### config.mk
export PLATFORM = sky130hd
export DESIGN_NAME = pctl_regs
export DESIGN_NICKNAME = d
export VERILOG_FILES = /design/src/rtl/pctl_pkg.sv /design/src/rtl/pctl_tgl_chan.sv /design/src/rtl/pctl_access.sv /design/src/rtl/pctl_regs.sv
export SDC_FILE = /design/constraint.sdc
export NUM_CORES = 1
export LEC_CHECK = 0
export ABC_AREA = 1
export BUFFER_PORTS_ARGS = -buffer_cell sky130_fd_sc_hd__buf_4
export CAP_MARGIN = 20
export CORE_UTILIZATION = 40
export DETAILED_ROUTE_END_ITERATION = 10
export GPL_TIMING_DRIVEN = 1
export HOLD_SLACK_MARGIN = 0.03
export PLACE_DENSITY_LB_ADDON = 0.12
export SETUP_SLACK_MARGIN = 0.3
export SLEW_MARGIN = 25
export SYNTH_ARGS = -nofsm -noshare
export SYNTH_HDL_FRONTEND = slang
export SYNTH_SLANG_ARGS = --single-unit
### constraint.sdc
create_clock -name clk -period 2.2 [get_ports clk]
set_input_delay 0.22 -clock clk [delete_from_list [all_inputs] [get_ports clk]]
set_output_delay 0.22 -clock clk [all_outputs]
set_load 0.01 [all_outputs]
### src/rtl/pctl_pkg.sv
package pctl_pkg;
  localparam int DATA_W = 32;
  localparam int BIT_SWRST = 0;
  localparam int BIT_EN    = 1;
  localparam int BIT_PRIV  = 2;
  localparam int BIT_STBY  = 6;
  localparam int BIT_BRST  = 0;
  localparam int BIT_BEN   = 1;
  localparam int OFS_CTRL  = 0;
  localparam int OFS_STAT  = 4;
  localparam int NCHAN     = 2;
  localparam int CH_RST    = 0;
  localparam int CH_EN     = 1;

  function automatic logic [DATA_W-1:0] ctrl_word(input logic swrst, input logic en,
                                                  input logic priv, input logic stby);
    logic [DATA_W-1:0] w;
    w = '0;
    w[BIT_SWRST] = swrst;
    w[BIT_EN]    = en;
    w[BIT_PRIV]  = priv;
    w[BIT_STBY]  = stby;
    return w;
  endfunction

  function automatic logic [DATA_W-1:0] stat_word(input logic brst, input logic ben);
    logic [DATA_W-1:0] w;
    w = '0;
    w[BIT_BRST] = brst;
    w[BIT_BEN]  = ben;
    return w;
  endfunction

  function automatic logic clk_req_f(input logic en, input logic stby_keep,
                                     input logic standby, input logic pending,
                                     input logic busy_any);
    return busy_any | (en & (~standby | stby_keep | pending));
  endfunction
endpackage

### src/rtl/pctl_tgl_chan.sv
module pctl_tgl_chan #(
  parameter int SYNC_STAGES = 2
) (
  input  logic clk,
  input  logic rst_n,
  input  logic launch,
  input  logic ack_tgl,
  output logic req_tgl,
  output logic busy,
  output logic done
);
  logic [SYNC_STAGES-1:0] sync_q;
  logic ack_s;
  logic seen_q;
  logic req_q;

  assign ack_s = sync_q[SYNC_STAGES-1];

  always_ff @(posedge clk or negedge rst_n) begin
    if (!rst_n) begin
      sync_q <= '0;
      seen_q <= 1'b0;
      req_q  <= 1'b0;
    end else begin
      sync_q <= {sync_q[SYNC_STAGES-2:0], ack_tgl};
      seen_q <= ack_s;
      if (launch && !busy) req_q <= ~req_q;
    end
  end

  assign busy    = req_q ^ seen_q;
  assign done    = ack_s ^ seen_q;
  assign req_tgl = req_q;
endmodule

### src/rtl/pctl_access.sv
module pctl_access #(
  parameter int ADDR_W = 8
) (
  input  logic              req_valid,
  input  logic [ADDR_W-1:0] req_addr,
  input  logic              req_priv,
  input  logic              priv_only,
  output logic              sel_ctrl,
  output logic              sel_stat,
  output logic              grant,
  output logic              deny
);
  import pctl_pkg::*;
  logic mapped;

  assign sel_ctrl = (req_addr == ADDR_W'(OFS_CTRL));
  assign sel_stat = (req_addr == ADDR_W'(OFS_STAT));
  assign mapped   = sel_ctrl | sel_stat;
  assign grant    = req_valid & mapped & (~priv_only | req_priv);
  assign deny     = req_valid & mapped & priv_only & ~req_priv;
endmodule

### src/rtl/pctl_regs.sv
module pctl_regs #(
  parameter int ADDR_W      = 8,
  parameter int SYNC_STAGES = 2
) (
  input  logic              clk,
  input  logic              rst_n,
  input  logic              req_valid,
  input  logic              req_write,
  input  logic [ADDR_W-1:0] req_addr,
  input  logic [31:0]       req_wdata,
  input  logic              req_priv,
  output logic              rsp_valid,
  output logic [31:0]       rsp_rdata,
  output logic              rsp_err,
  output logic              rst_req_tgl,
  input  logic              rst_ack_tgl,
  output logic              en_req_tgl,
  input  logic              en_ack_tgl,
  output logic              core_en,
  output logic              master_priv,
  input  logic              standby,
  input  logic              pending_txn,
  output logic              clk_req
);
  import pctl_pkg::*;

  logic swrst_q, en_q, priv_q, stby_q;
  logic sel_ctrl, sel_stat, grant, deny;
  logic [NCHAN-1:0] ch_launch, ch_ack, ch_req, ch_busy, ch_done;
  logic busy_rst, busy_en, rst_done, en_done;
  logic ctrl_wr, rst_launch, fld_wr, en_launch;
  logic [31:0] rd_val;

  pctl_access #(.ADDR_W(ADDR_W)) u_acc (
    .req_valid (req_valid),
    .req_addr  (req_addr),
    .req_priv  (req_priv),
    .priv_only (priv_q),
    .sel_ctrl  (sel_ctrl),
    .sel_stat  (sel_stat),
    .grant     (grant),
    .deny      (deny)
  );

  assign ch_ack[CH_RST]    = rst_ack_tgl;
  assign ch_ack[CH_EN]     = en_ack_tgl;
  assign ch_launch[CH_RST] = rst_launch;
  assign ch_launch[CH_EN]  = en_launch;

  for (genvar c = 0; c < NCHAN; c++) begin : g_chan
    pctl_tgl_chan #(.SYNC_STAGES(SYNC_STAGES)) u_chan (
      .clk     (clk),
      .rst_n   (rst_n),
      .launch  (ch_launch[c]),
      .ack_tgl (ch_ack[c]),
      .req_tgl (ch_req[c]),
      .busy    (ch_busy[c]),
      .done    (ch_done[c])
    );
  end

  assign busy_rst    = ch_busy[CH_RST];
  assign busy_en     = ch_busy[CH_EN];
  assign rst_done    = ch_done[CH_RST];
  assign en_done     = ch_done[CH_EN];
  assign rst_req_tgl = ch_req[CH_RST];
  assign en_req_tgl  = ch_req[CH_EN];

  // Write decode: reset has precedence, enable changes wait for an idle channel.
  assign ctrl_wr    = grant & req_write & sel_ctrl & ~busy_rst;
  assign rst_launch = ctrl_wr & req_wdata[BIT_SWRST];
  assign fld_wr     = ctrl_wr & ~req_wdata[BIT_SWRST];
  assign en_launch  = fld_wr & ~busy_en & (req_wdata[BIT_EN] != en_q);

  always_ff @(posedge clk or negedge rst_n) begin
    if (!rst_n) begin
      swrst_q <= 1'b0;
      en_q    <= 1'b0;
      priv_q  <= 1'b0;
      stby_q  <= 1'b0;
    end else if (rst_done) begin
      swrst_q <= 1'b0;
      en_q    <= 1'b0;
      priv_q  <= 1'b0;
      stby_q  <= 1'b0;
    end else if (rst_launch) begin
      swrst_q <= 1'b1;
    end else if (fld_wr) begin
      priv_q <= req_wdata[BIT_PRIV];
      stby_q <= req_wdata[BIT_STBY];
      if (!busy_en) en_q <= req_wdata[BIT_EN];
    end
  end

  always_comb begin
    rd_val = '0;
    if (grant && !req_write) begin
      if (sel_ctrl) rd_val = ctrl_word(swrst_q, en_q, priv_q, stby_q);
      else if (sel_stat) rd_val = stat_word(busy_rst, busy_en);
    end
  end

  always_ff @(posedge clk or negedge rst_n) begin
    if (!rst_n) begin
      rsp_valid <= 1'b0;
      rsp_rdata <= '0;
      rsp_err   <= 1'b0;
    end else begin
      rsp_valid <= req_valid;
      rsp_rdata <= rd_val;
      rsp_err   <= deny;
    end
  end

  assign core_en     = en_q;
  assign master_priv = priv_q;
  assign clk_req     = clk_req_f(en_q, stby_q, standby, pending_txn, |ch_busy);
endmodule

==> results of run 1 <==
==> metrics by stage <==
| step | area (um2) | util (%) | hold slack, ns |
|---|---|---|---|
| after floorplan | 1120 | - | -0.0756 |
| after global placement | 1170 | 51.1 | 0.0992 |
| after detailed placement | 1170 | 51.1 | 0.0999 |
| after CTS | 1240 | 54.0 | 0.0622 |
| after global routing | 1240 | 54.0 | 0.0612 |
| final | 1240 | 54.0 | 0.0788 |
==> power groups by stage <==
stage	clock network, mW	registers (mW)	logic (mW)
4_1_cts	0.206	0.341	0.0905
3_3_place_gp	0	0.347	0.0856
5_1_grt	0.219	0.341	0.103
2_1_floorplan	0	0.347	0.0784
6_report	0.196	0.341	0.0900
3_5_place_dp	0	0.347	0.0865
==> critical path: cells and delay by family (launching register included) <==
kind / cells / cell delay [ns]
and+or+nand+nor: 1 / 0.10
buffers and inverters: 2 / 0.24
DFF: 1 / 0.42
xor gates and xnor gates: 1 / 0.23
==> worst max-delay path by stage <==
stage                          endpoint  cells after the start
6_report                        clk_req                      4
5_1_grt                         clk_req                      4
4_1_cts                         clk_req                      4
3_5_place_dp                    core_en                     11
3_3_place_gp   g_chan[1].u_chan.req_tgl                      9
2_1_floorplan                   core_en                      9
==> cells in the mapped netlist <==
cell and n:
a21boi_1 1, nand2_1 16, conb_1 1, nor2_1 4, xnor2_1 3, nor2_8 1, and3b_1 1, o21ai_1 1
nand2_2 3, nand4_4 1, xor2_1 2, nor3_4 1, a21oi_1 2, inv_2 1, nand3_1 6, inv_1 9
nor2_2 3, nand4_1 3, dfrtp_1 18, o31ai_1 1, buf_4 28, or2_1 1, nor3_1 1
==> what timing repair did <==
item,CTS,global route
hold buffers,3,0
hold endpoints to repair,20,0
resized for setup,0,0
==> per-layer routing <==
metal | up-vias | share of wire (%) | global-route usage, %
li1 | 357 | - | -
met5 | - | 0 | 0
met4 | 0 | 0 | 2.63
met3 | 0 | 8.9 | 6.09
met1 | 310 | 43 | 16.1
met2 | 30 | 48 | 19.8
==> state kept, by name, summed over array words and instances, names as in the netlist <==
signal	count
g_chan.u_chan.sync_q	4
rsp_rdata	4
g_chan.u_chan.req_tgl	2
g_chan.u_chan.seen_q	2
core_en	1
master_priv	1
rsp_err	1
rsp_valid	1
stby_q	1
swrst_q	1
==> cell type report <==
class                           count  area, um2  share of cell area [%]
Inverter                           10       37.5                    3.03
Multi-Input combinational cell     79        418                    33.7
Clock buffer                        4       36.3                    2.93
Tap cell                           28       35.0                    2.83
Sequential cell                    18        450                    36.3
Timing Repair Buffer               34        263                    21.2
==> kinds of logic (layout without fill, tap and decap cells) <==
logic type,Yosys count,in the layout,share of synthesized area [%]
AO/OA/AOI/OAI,5,5,2.96
XOR/XNOR,5,5,4.32
buffers and inverters,38,48,24.4
flip-flops,18,18,44.4
other,1,28,0.370
AND/OR/NAND/NOR,41,41,23.6
==> results.toml, run 1 <==
[die]
num_io_pins = 88
coreArea_um2 = 2300
rows = 17
die_x_um = 52.4
start_util_pct = 44.2
die_y_um = 52.4
die-area_um2 = 2740

[pwr]
peakVddDrop_mv = 0.474
design_power_total_mw = 0.627
p_int_mw = 0.475
netSwitchingFraction_pct = 24.2
pwr-share-clk_pct = 31.3
p_seq_share_pct = 54.4
power.net_switching_mw = 0.152
pwr-share-comb_pct = 14.4
p_leak_nw = 0.681
powerDensity_nw_per_um2 = 505

[sta]
hold_viol_final = 0
tightestPinTransition_ns = 0.563
fmax_mhz = 662
rsz0062_at_grt = "no"
setup-tns-final_ns = 0
finClkSkew_ns = 0.00610
setup_viol = 0
finalCritPeriodShare_pct = 68.7
slew_headroom_pct = 62.2
worst_slack_ns = 0.688
layout_min_cycle_time_ns = 1.51
finalMaxSlewViolations = 0

[logic_synthesis]
yosys_register_bits = 18
ys_types = 23
synth_cells = 108
synth_area_um2 = 1010
synth.top_cell.area_share_pct = 44.4
ys_seq_area_share_pct = 44.4
synth_area_leaders = "dfrtp_1, buf_4, nand2_1"
synth_warnings = 0
post-synth-top-area-cell = "dfrtp_1"
synth.avg_cell_area_um2 = 9.40

[place]
dp_cells = 166
gp_congestion = 0.759
place.port_buffers = 31
dp_hpwl_mm = 1.29
pre_cts_ws_ns = 0.810

[cts]
cts_root_buf = "clkbuf_4"
htree_levels = 1
cts_sinks = 18
path_clk_slew_ns = 0.10
clock_path_buffers = 2
clock_latency_ns = 0.29
cts_tree = "yes"
cts_buffers = 3
post_cts_buffers = 0

[layout]
final_common_cell = "buf_4"
antenna_cells = 0
fin_nets = 195
final_cells = 173
layout_common_cells = "buf_4, conb_1, dfrtp_1"
area_growth_pct = 22.2
drive_above_1_share_pct = 31.0
fillers = 211

[worst_setup_path]
ff2ff_path_depth = 9
slowest_stage = "dfrtp_1"
worst_r2r_startpoint = "master_priv"
r2r_setup_slack_ns = 0.86
crit_arrival_ns = 1.29
cp_cell_sequence = "xor2_1 > inv_1 > nand3_1 > buf_4"
slowest_delay_ns = 0.42
r2r_end = "core_en"
critPathLaunch = "g_chan[1].u_chan.req_tgl"
crit_fanout = 4
cp.required_ns = 1.98
crit_type = "reg -> out"
crit_path_end_kind = "output port"
startpoint_type = "register"

[grt]
grt_pass1_wl_mm = 2.53
grt_pass1_vias = 592
grt_max_degree = 19
antenna_found_initial = 0
grt.total_usage_pct = 12.8
grt-ovfl-total = 0

[min_path]
hp-start = "req_valid"
min_path_type = "in -> reg"
min_to = "rsp_valid"
worstHoldPathCells = 1

[routing]
drtIter0Drc = 2
dr.pass1.iters = 2
drt-vias-per-instance = 4.03
ant_nets = 0
post-route-drc-count = 0
via_count = 697
routed_wl_mm = 1.55
wire_per_inst_um = 8.94

[status]
outcome = "complete, no violations"

[job]
drv_cap = 0
No activity file was read; power rests on OpenSTA's default activity.
==> run 2: changes to the inputs <==
--- a/config.mk
+++ b/config.mk
@@ -5,10 +5,10 @@
 export SDC_FILE = /design/constraint.sdc
 export NUM_CORES = 1
 export LEC_CHECK = 0
-export ABC_AREA = 1
+export ABC_AREA = 0
 export BUFFER_PORTS_ARGS = -buffer_cell sky130_fd_sc_hd__buf_4
 export CAP_MARGIN = 20
-export CORE_UTILIZATION = 40
+export CORE_UTILIZATION = 37
 export DETAILED_ROUTE_END_ITERATION = 10
 export GPL_TIMING_DRIVEN = 1
 export HOLD_SLACK_MARGIN = 0.03
==> constraint.sdc (replaced) <==
create_clock -name clk -period 1.4 [get_ports clk]
set_input_delay 0.14 -clock clk [delete_from_list [all_inputs] [get_ports clk]]
set_output_delay 0.14 -clock clk [all_outputs]
set_load 0.01 [all_outputs]
==> results.toml, run 2 <==
[status]
outcome = "complete, no violations"

[cts]
cts_buffers = 3
clock_latency_ns = 0.29
htree_levels = 1
cts_sinks = 18
cts_tree = "yes"
cts_root_buf = "clkbuf_4"
clock_path_buffers = 2
path_clk_slew_ns = 0.10

[die]
die-area_um2 = 2880
start_util_pct = 39.4
die_x_um = 53.6
rows = 18
coreArea_um2 = 2500
die_y_um = 53.6
num_io_pins = 88

[worst_setup_path]
cp.required_ns = 1.26
crit_path_end_kind = "output port"
cp_top_family = "flip-flops"
cp_cell_sequence = "xnor2_2 > buf_4 > nand3_2 > buf_6"
crit_arrival_ns = 1.22
crit_buf_inv = 2
crit_fanout = 2
crit_type = "reg -> out"
startpoint_type = "register"
slowest_stage = "dfrtp_1"
slowest_delay_ns = 0.42

[logic_synthesis]
synth.avg_cell_area_um2 = 11.2
synth_area_um2 = 986
yosys_register_bits = 18
ys_top_cells_by_count = "buf_4, dfrtp_1, nand3_1, nor2_1"
post-synth-top-area-cell = "dfrtp_1"
synth_warnings = 0
synth_area_leaders = "dfrtp_1, buf_4, xor2_1"
synth_edf_count = 0
async_reset_ff_share_pct = 100
synth_flop_cell = "dfrtp_1"
yosysMostFrequentCell = "buf_4"
synth_cells = 88
ys_types = 28
ys_seq_area_share_pct = 45.7
synth.top_cell.area_share_pct = 45.7

[sta]
finalCritPeriodShare_pct = 97.2
layout_min_cycle_time_ns = 1.36
finClkSkew_ns = 0.00144
fmax_mhz = 735
rsz0062_at_grt = "yes"
hold_ws_ns = 0.0822
setup_viol = 0
finalMaxSlewViolations = 0
setup-tns-final_ns = 0
hold_viol_final = 0

[place]
gp_congestion = 0.714
dp_cells = 149
dp_hpwl_mm = 1.27
place.port_buffers = 31

[pwr]
peakVddDrop_mv = 0.595
p_leak_nw = 0.695
powerDensity_nw_per_um2 = 732

[layout]
top_regs = "g_chan.u_chan.sync_q: 4 flops, rsp_rdata: 4 flops"
area_growth_pct = 43.1
antenna_cells = 0
final_cells = 166
fin_nets = 186
layout_common_cells = "buf_4, conb_1, dfrtp_1"
drive_above_1_share_pct = 46.3
final_common_cell = "buf_4"

[routing]
drt-vias-per-instance = 4.23
via_count = 702
ant_nets = 0
routed_wl_mm = 1.83
post-route-drc-count = 0
drtIter0Drc = 0
dr.pass1.iters = 1
wire_per_inst_um = 11.0

[job]
drv_cap = 0

[grt]
antenna_found_initial = 0
grt.total_usage_pct = 14.6
grt_pass1_vias = 653
grt_pass1_wl_mm = 2.95
grt_max_degree = 19
grt-ovfl-total = 0

[min_path]
min_path_type = "in -> reg"
==> run 2: repair_timing <==
action	CTS	global route
resized for setup	9	7
pin swaps	8	6
hold buffers	4	0
setup endpoints to repair	11	15
buffers inserted	9	0
hold endpoints to repair	21	0
==> run 2: layout make-up <==
type | instances | area, um2
Clock buffer | 4 | 36.3
Sequential cell | 18 | 454
Multi-Input combinational cell | 66 | 497
Tap cell | 30 | 37.5
Inverter | 3 | 11.3
Fill cell | 218 | 1090
Timing Repair Buffer | 45 | 375
==> run 2: per-layer routing <==
layer / track usage [%] / part of all wire, % / wire, um
met1: 19.6 / 42 / 776
met2: 23.5 / 53 / 970
met3: 2.54 / 4.3 / 79
met4: 5.26 / 0 / 0
met5: 0 / 0 / 0
==> run 2: kinds of logic after synthesis <==
group,count (synthesis),share of synthesized area (%)
other,1,0.380
AO/OA/AOI/OAI,9,8.25
XOR/XNOR,5,4.44
multiplexers,1,1.02
flip-flops,18,45.7
AND/OR/NAND/NOR,23,17.8
buffers and inverters,31,22.5
==> run 2: stage by stage <==
stage / setup slack (ns) / total power, mW / utilization (%) / cell area [um2]
floorplan: 0.174 / 0.665 / - / 1100
global placement: 0.0360 / 0.685 / 46.5 / 1160
detailed placement: 0.0336 / 0.687 / 46.5 / 1160
global route: -0.0533 / 1.10 / 56.5 / 1410
CTS: 0.0132 / 1.05 / 55.4 / 1390
finish: 0.0398 / 1.03 / 56.5 / 1410
==> run 2: path summary, 6_finish.rpt <==
check	startpoint	end	slack, ns	depth (start not counted)
worst max-delay path	g_chan[1].u_chan.req_tgl	clk_req	0.04	4
worst min-delay path	req_write	rsp_rdata[0]	0.08	2
worst max register to register	g_chan[0].u_chan.req_tgl	stby_q	0.04	4
worst min register to register	g_chan[1].u_chan.sync_q[1]	g_chan[1].u_chan.seen_q	0.36	0
max in group asynchronous	rst_n	g_chan[0].u_chan.req_tgl	0.95	2
min in group asynchronous	rst_n	rsp_err	0.24	2
==> run 2: where the power goes <==
| part | internal (mW) | switching, mW |
|---|---|---|
| Clock | 0.158 | 0.160 |
| Combinational | 0.0805 | 0.0956 |
| Sequential | 0.531 | 0.00727 |
==> run 3: changes to the inputs <==
--- a/config.mk
+++ b/config.mk
@@ -13,6 +13,7 @@
 export GPL_TIMING_DRIVEN = 1
 export HOLD_SLACK_MARGIN = 0.03
 export PLACE_DENSITY_LB_ADDON = 0.12
+export REMOVE_ABC_BUFFERS = 1
 export SETUP_SLACK_MARGIN = 0.3
 export SLEW_MARGIN = 25
 export SYNTH_ARGS = -nofsm -noshare
==> results.toml, run 3 (synthesis gave the netlist of run 2 again) <==
[place]
place.port_buffers = 31
pre_cts_ws_ns = -0.0337
gp_congestion = 0.810
dp_hpwl_mm = 1.23

[cts]
cts_tree = "yes"
htree_levels = 1
clock_latency_ns = 0.29
cts_sinks = 18
clock_path_buffers = 2
cts_buffers = 3
path_clk_slew_ns = 0.10
cts_root_buf = "clkbuf_4"

[sta]
fmax_mhz = 691
finalMaxSlewViolations = 0
hold_viol_final = 0
layout_min_cycle_time_ns = 1.45
finClkSkew_ns = 0.00432
worst_slack_ns = -0.0481
setup_viol = 2
hold_ws_ns = 0.101
finalCritPeriodShare_pct = 103
rsz0062_at_grt = "yes"

[layout]
fillers = 204
area_growth_pct = 44.4
fin_nets = 190
multi_input_area_um2 = 478
layout_common_cells = "buf_4, conb_1, dfrtp_1"
top_regs = "g_chan.u_chan.sync_q: 4 flops, rsp_rdata: 4 flops"
drive_above_1_share_pct = 43.2
final_common_cell = "buf_4"
final_util_pct = 57.0
antenna_cells = 0
regArea_um2 = 450

[job]
drv_cap = 0

[pwr]
p_leak_nw = 0.707
powerDensity_nw_per_um2 = 680
peakVddDrop_mv = 0.521

[worst_setup_path]
crit_path_end_kind = "output port"
critPathCapture = "clk_req"
cp.required_ns = 1.26
r2r_end = "stby_q"
crit_arrival_ns = 1.31
ff2ff_path_depth = 4
r2r_setup_slack_ns = 0
crit_fanout = 4
crit_type = "reg -> out"
startpoint_type = "register"
worst_r2r_startpoint = "g_chan[0].u_chan.seen_q"
critPathLaunch = "g_chan[0].u_chan.seen_q"

[routing]
met2_length_mm = 1.06
routed-wl-met3_um = 130
via_count = 732
routed_wl_mm = 1.94
drt-vias-per-instance = 4.33
wl_met1_um = 710
top_layer_used = "met4"
drtIter0Drc = 3
post-route-drc-count = 0
ant_nets = 0
dr.pass1.iters = 4
wire_per_inst_um = 11.5

[grt]
grt-ovfl-total = 0
grt_pass1_wl_mm = 2.68
grt_max_degree = 19
grt.total_usage_pct = 13.8
antenna_found_initial = 0
grt_pass1_vias = 597

[status]
outcome = "finished with violations"
violations = "setup timing"

[die]
coreArea_um2 = 2500
die_y_um = 53.6
rows = 18
die_x_um = 53.6
start_util_pct = 39.4
die-area_um2 = 2880
num_io_pins = 88

[min_path]
min_path_type = "in -> reg"
[run 3: cell types whose count changed in the layout (fill, tap and decap cells not counted), moves of 2 or more]
cell / delta
buf_6: +7
dfrtp_2: -3
dfrtp_1: +3
buf_4: -4
dlygate4sd3_1: +2
[run 3: worst min-delay path by stage]
stage               cells after the start            to         start
detailed placement                      1  rsp_rdata[0]         rst_n
global placement                        1  rsp_rdata[0]         rst_n
floorplan                               0       core_en         rst_n
global route                            2  rsp_rdata[1]   req_addr[2]
CTS                                     2  rsp_rdata[1]   req_addr[2]
finish                                  3        stby_q  req_wdata[6]
[run 3: power by group]
part / switching (mW) / total (mW) / internal, mW
logic: 0.0988 / 0.181 / 0.0822
registers: 0.00576 / 0.536 / 0.530
clock network: 0.151 / 0.251 / 0.100
[run 3: repair_timing]
item / in CTS / in global routing
setup endpoints to repair: 12 / 13
resized for setup: 11 / 9
pin swaps: 3 / 3
hold buffers: 6 / 0
hold endpoints to repair: 22 / 0
setup buffers: 4 / 4
[run 3: through the flow]
step           TNS, ns  std cells  power, mW  cell area [um2]
5_1_grt         -0.564        169       1.02             1420
3_5_place_dp   -0.0998        152      0.689             1180
2_1_floorplan        0         87      0.605              877
3_3_place_gp   -0.0910        152      0.686             1180
6_report       -0.0515        169      0.968             1420
4_1_cts        -0.0201        165      0.973             1350
[run 3: routing by layer]
| layer | GRT usage (%) | vias up |
|---|---|---|
| met4 | 6.14 | 0 |
| met5 | 0 | - |
| li1 | - | 345 |
| met2 | 23.3 | 35 |
| met3 | 5.93 | 7 |
| met1 | 14.8 | 345 |
[run 3: final cells by class]
| type | count | area share [%] |
|---|---|---|
| multi-input combinational | 66 | 33.6 |
| clock buffer | 3 | 1.58 |
| timing repair buffer | 49 | 29.8 |
| tap | 30 | 2.64 |
| sequential | 18 | 31.6 |
| inverter | 3 | 0.791 |
[run 3: worst max-delay path, stage by stage (launching register included)]
cell,delay (ns)
dfrtp_1,0.41
xnor2_2,0.27
buf_4,0.16
nand3_2,0.05
buf_6,0.12
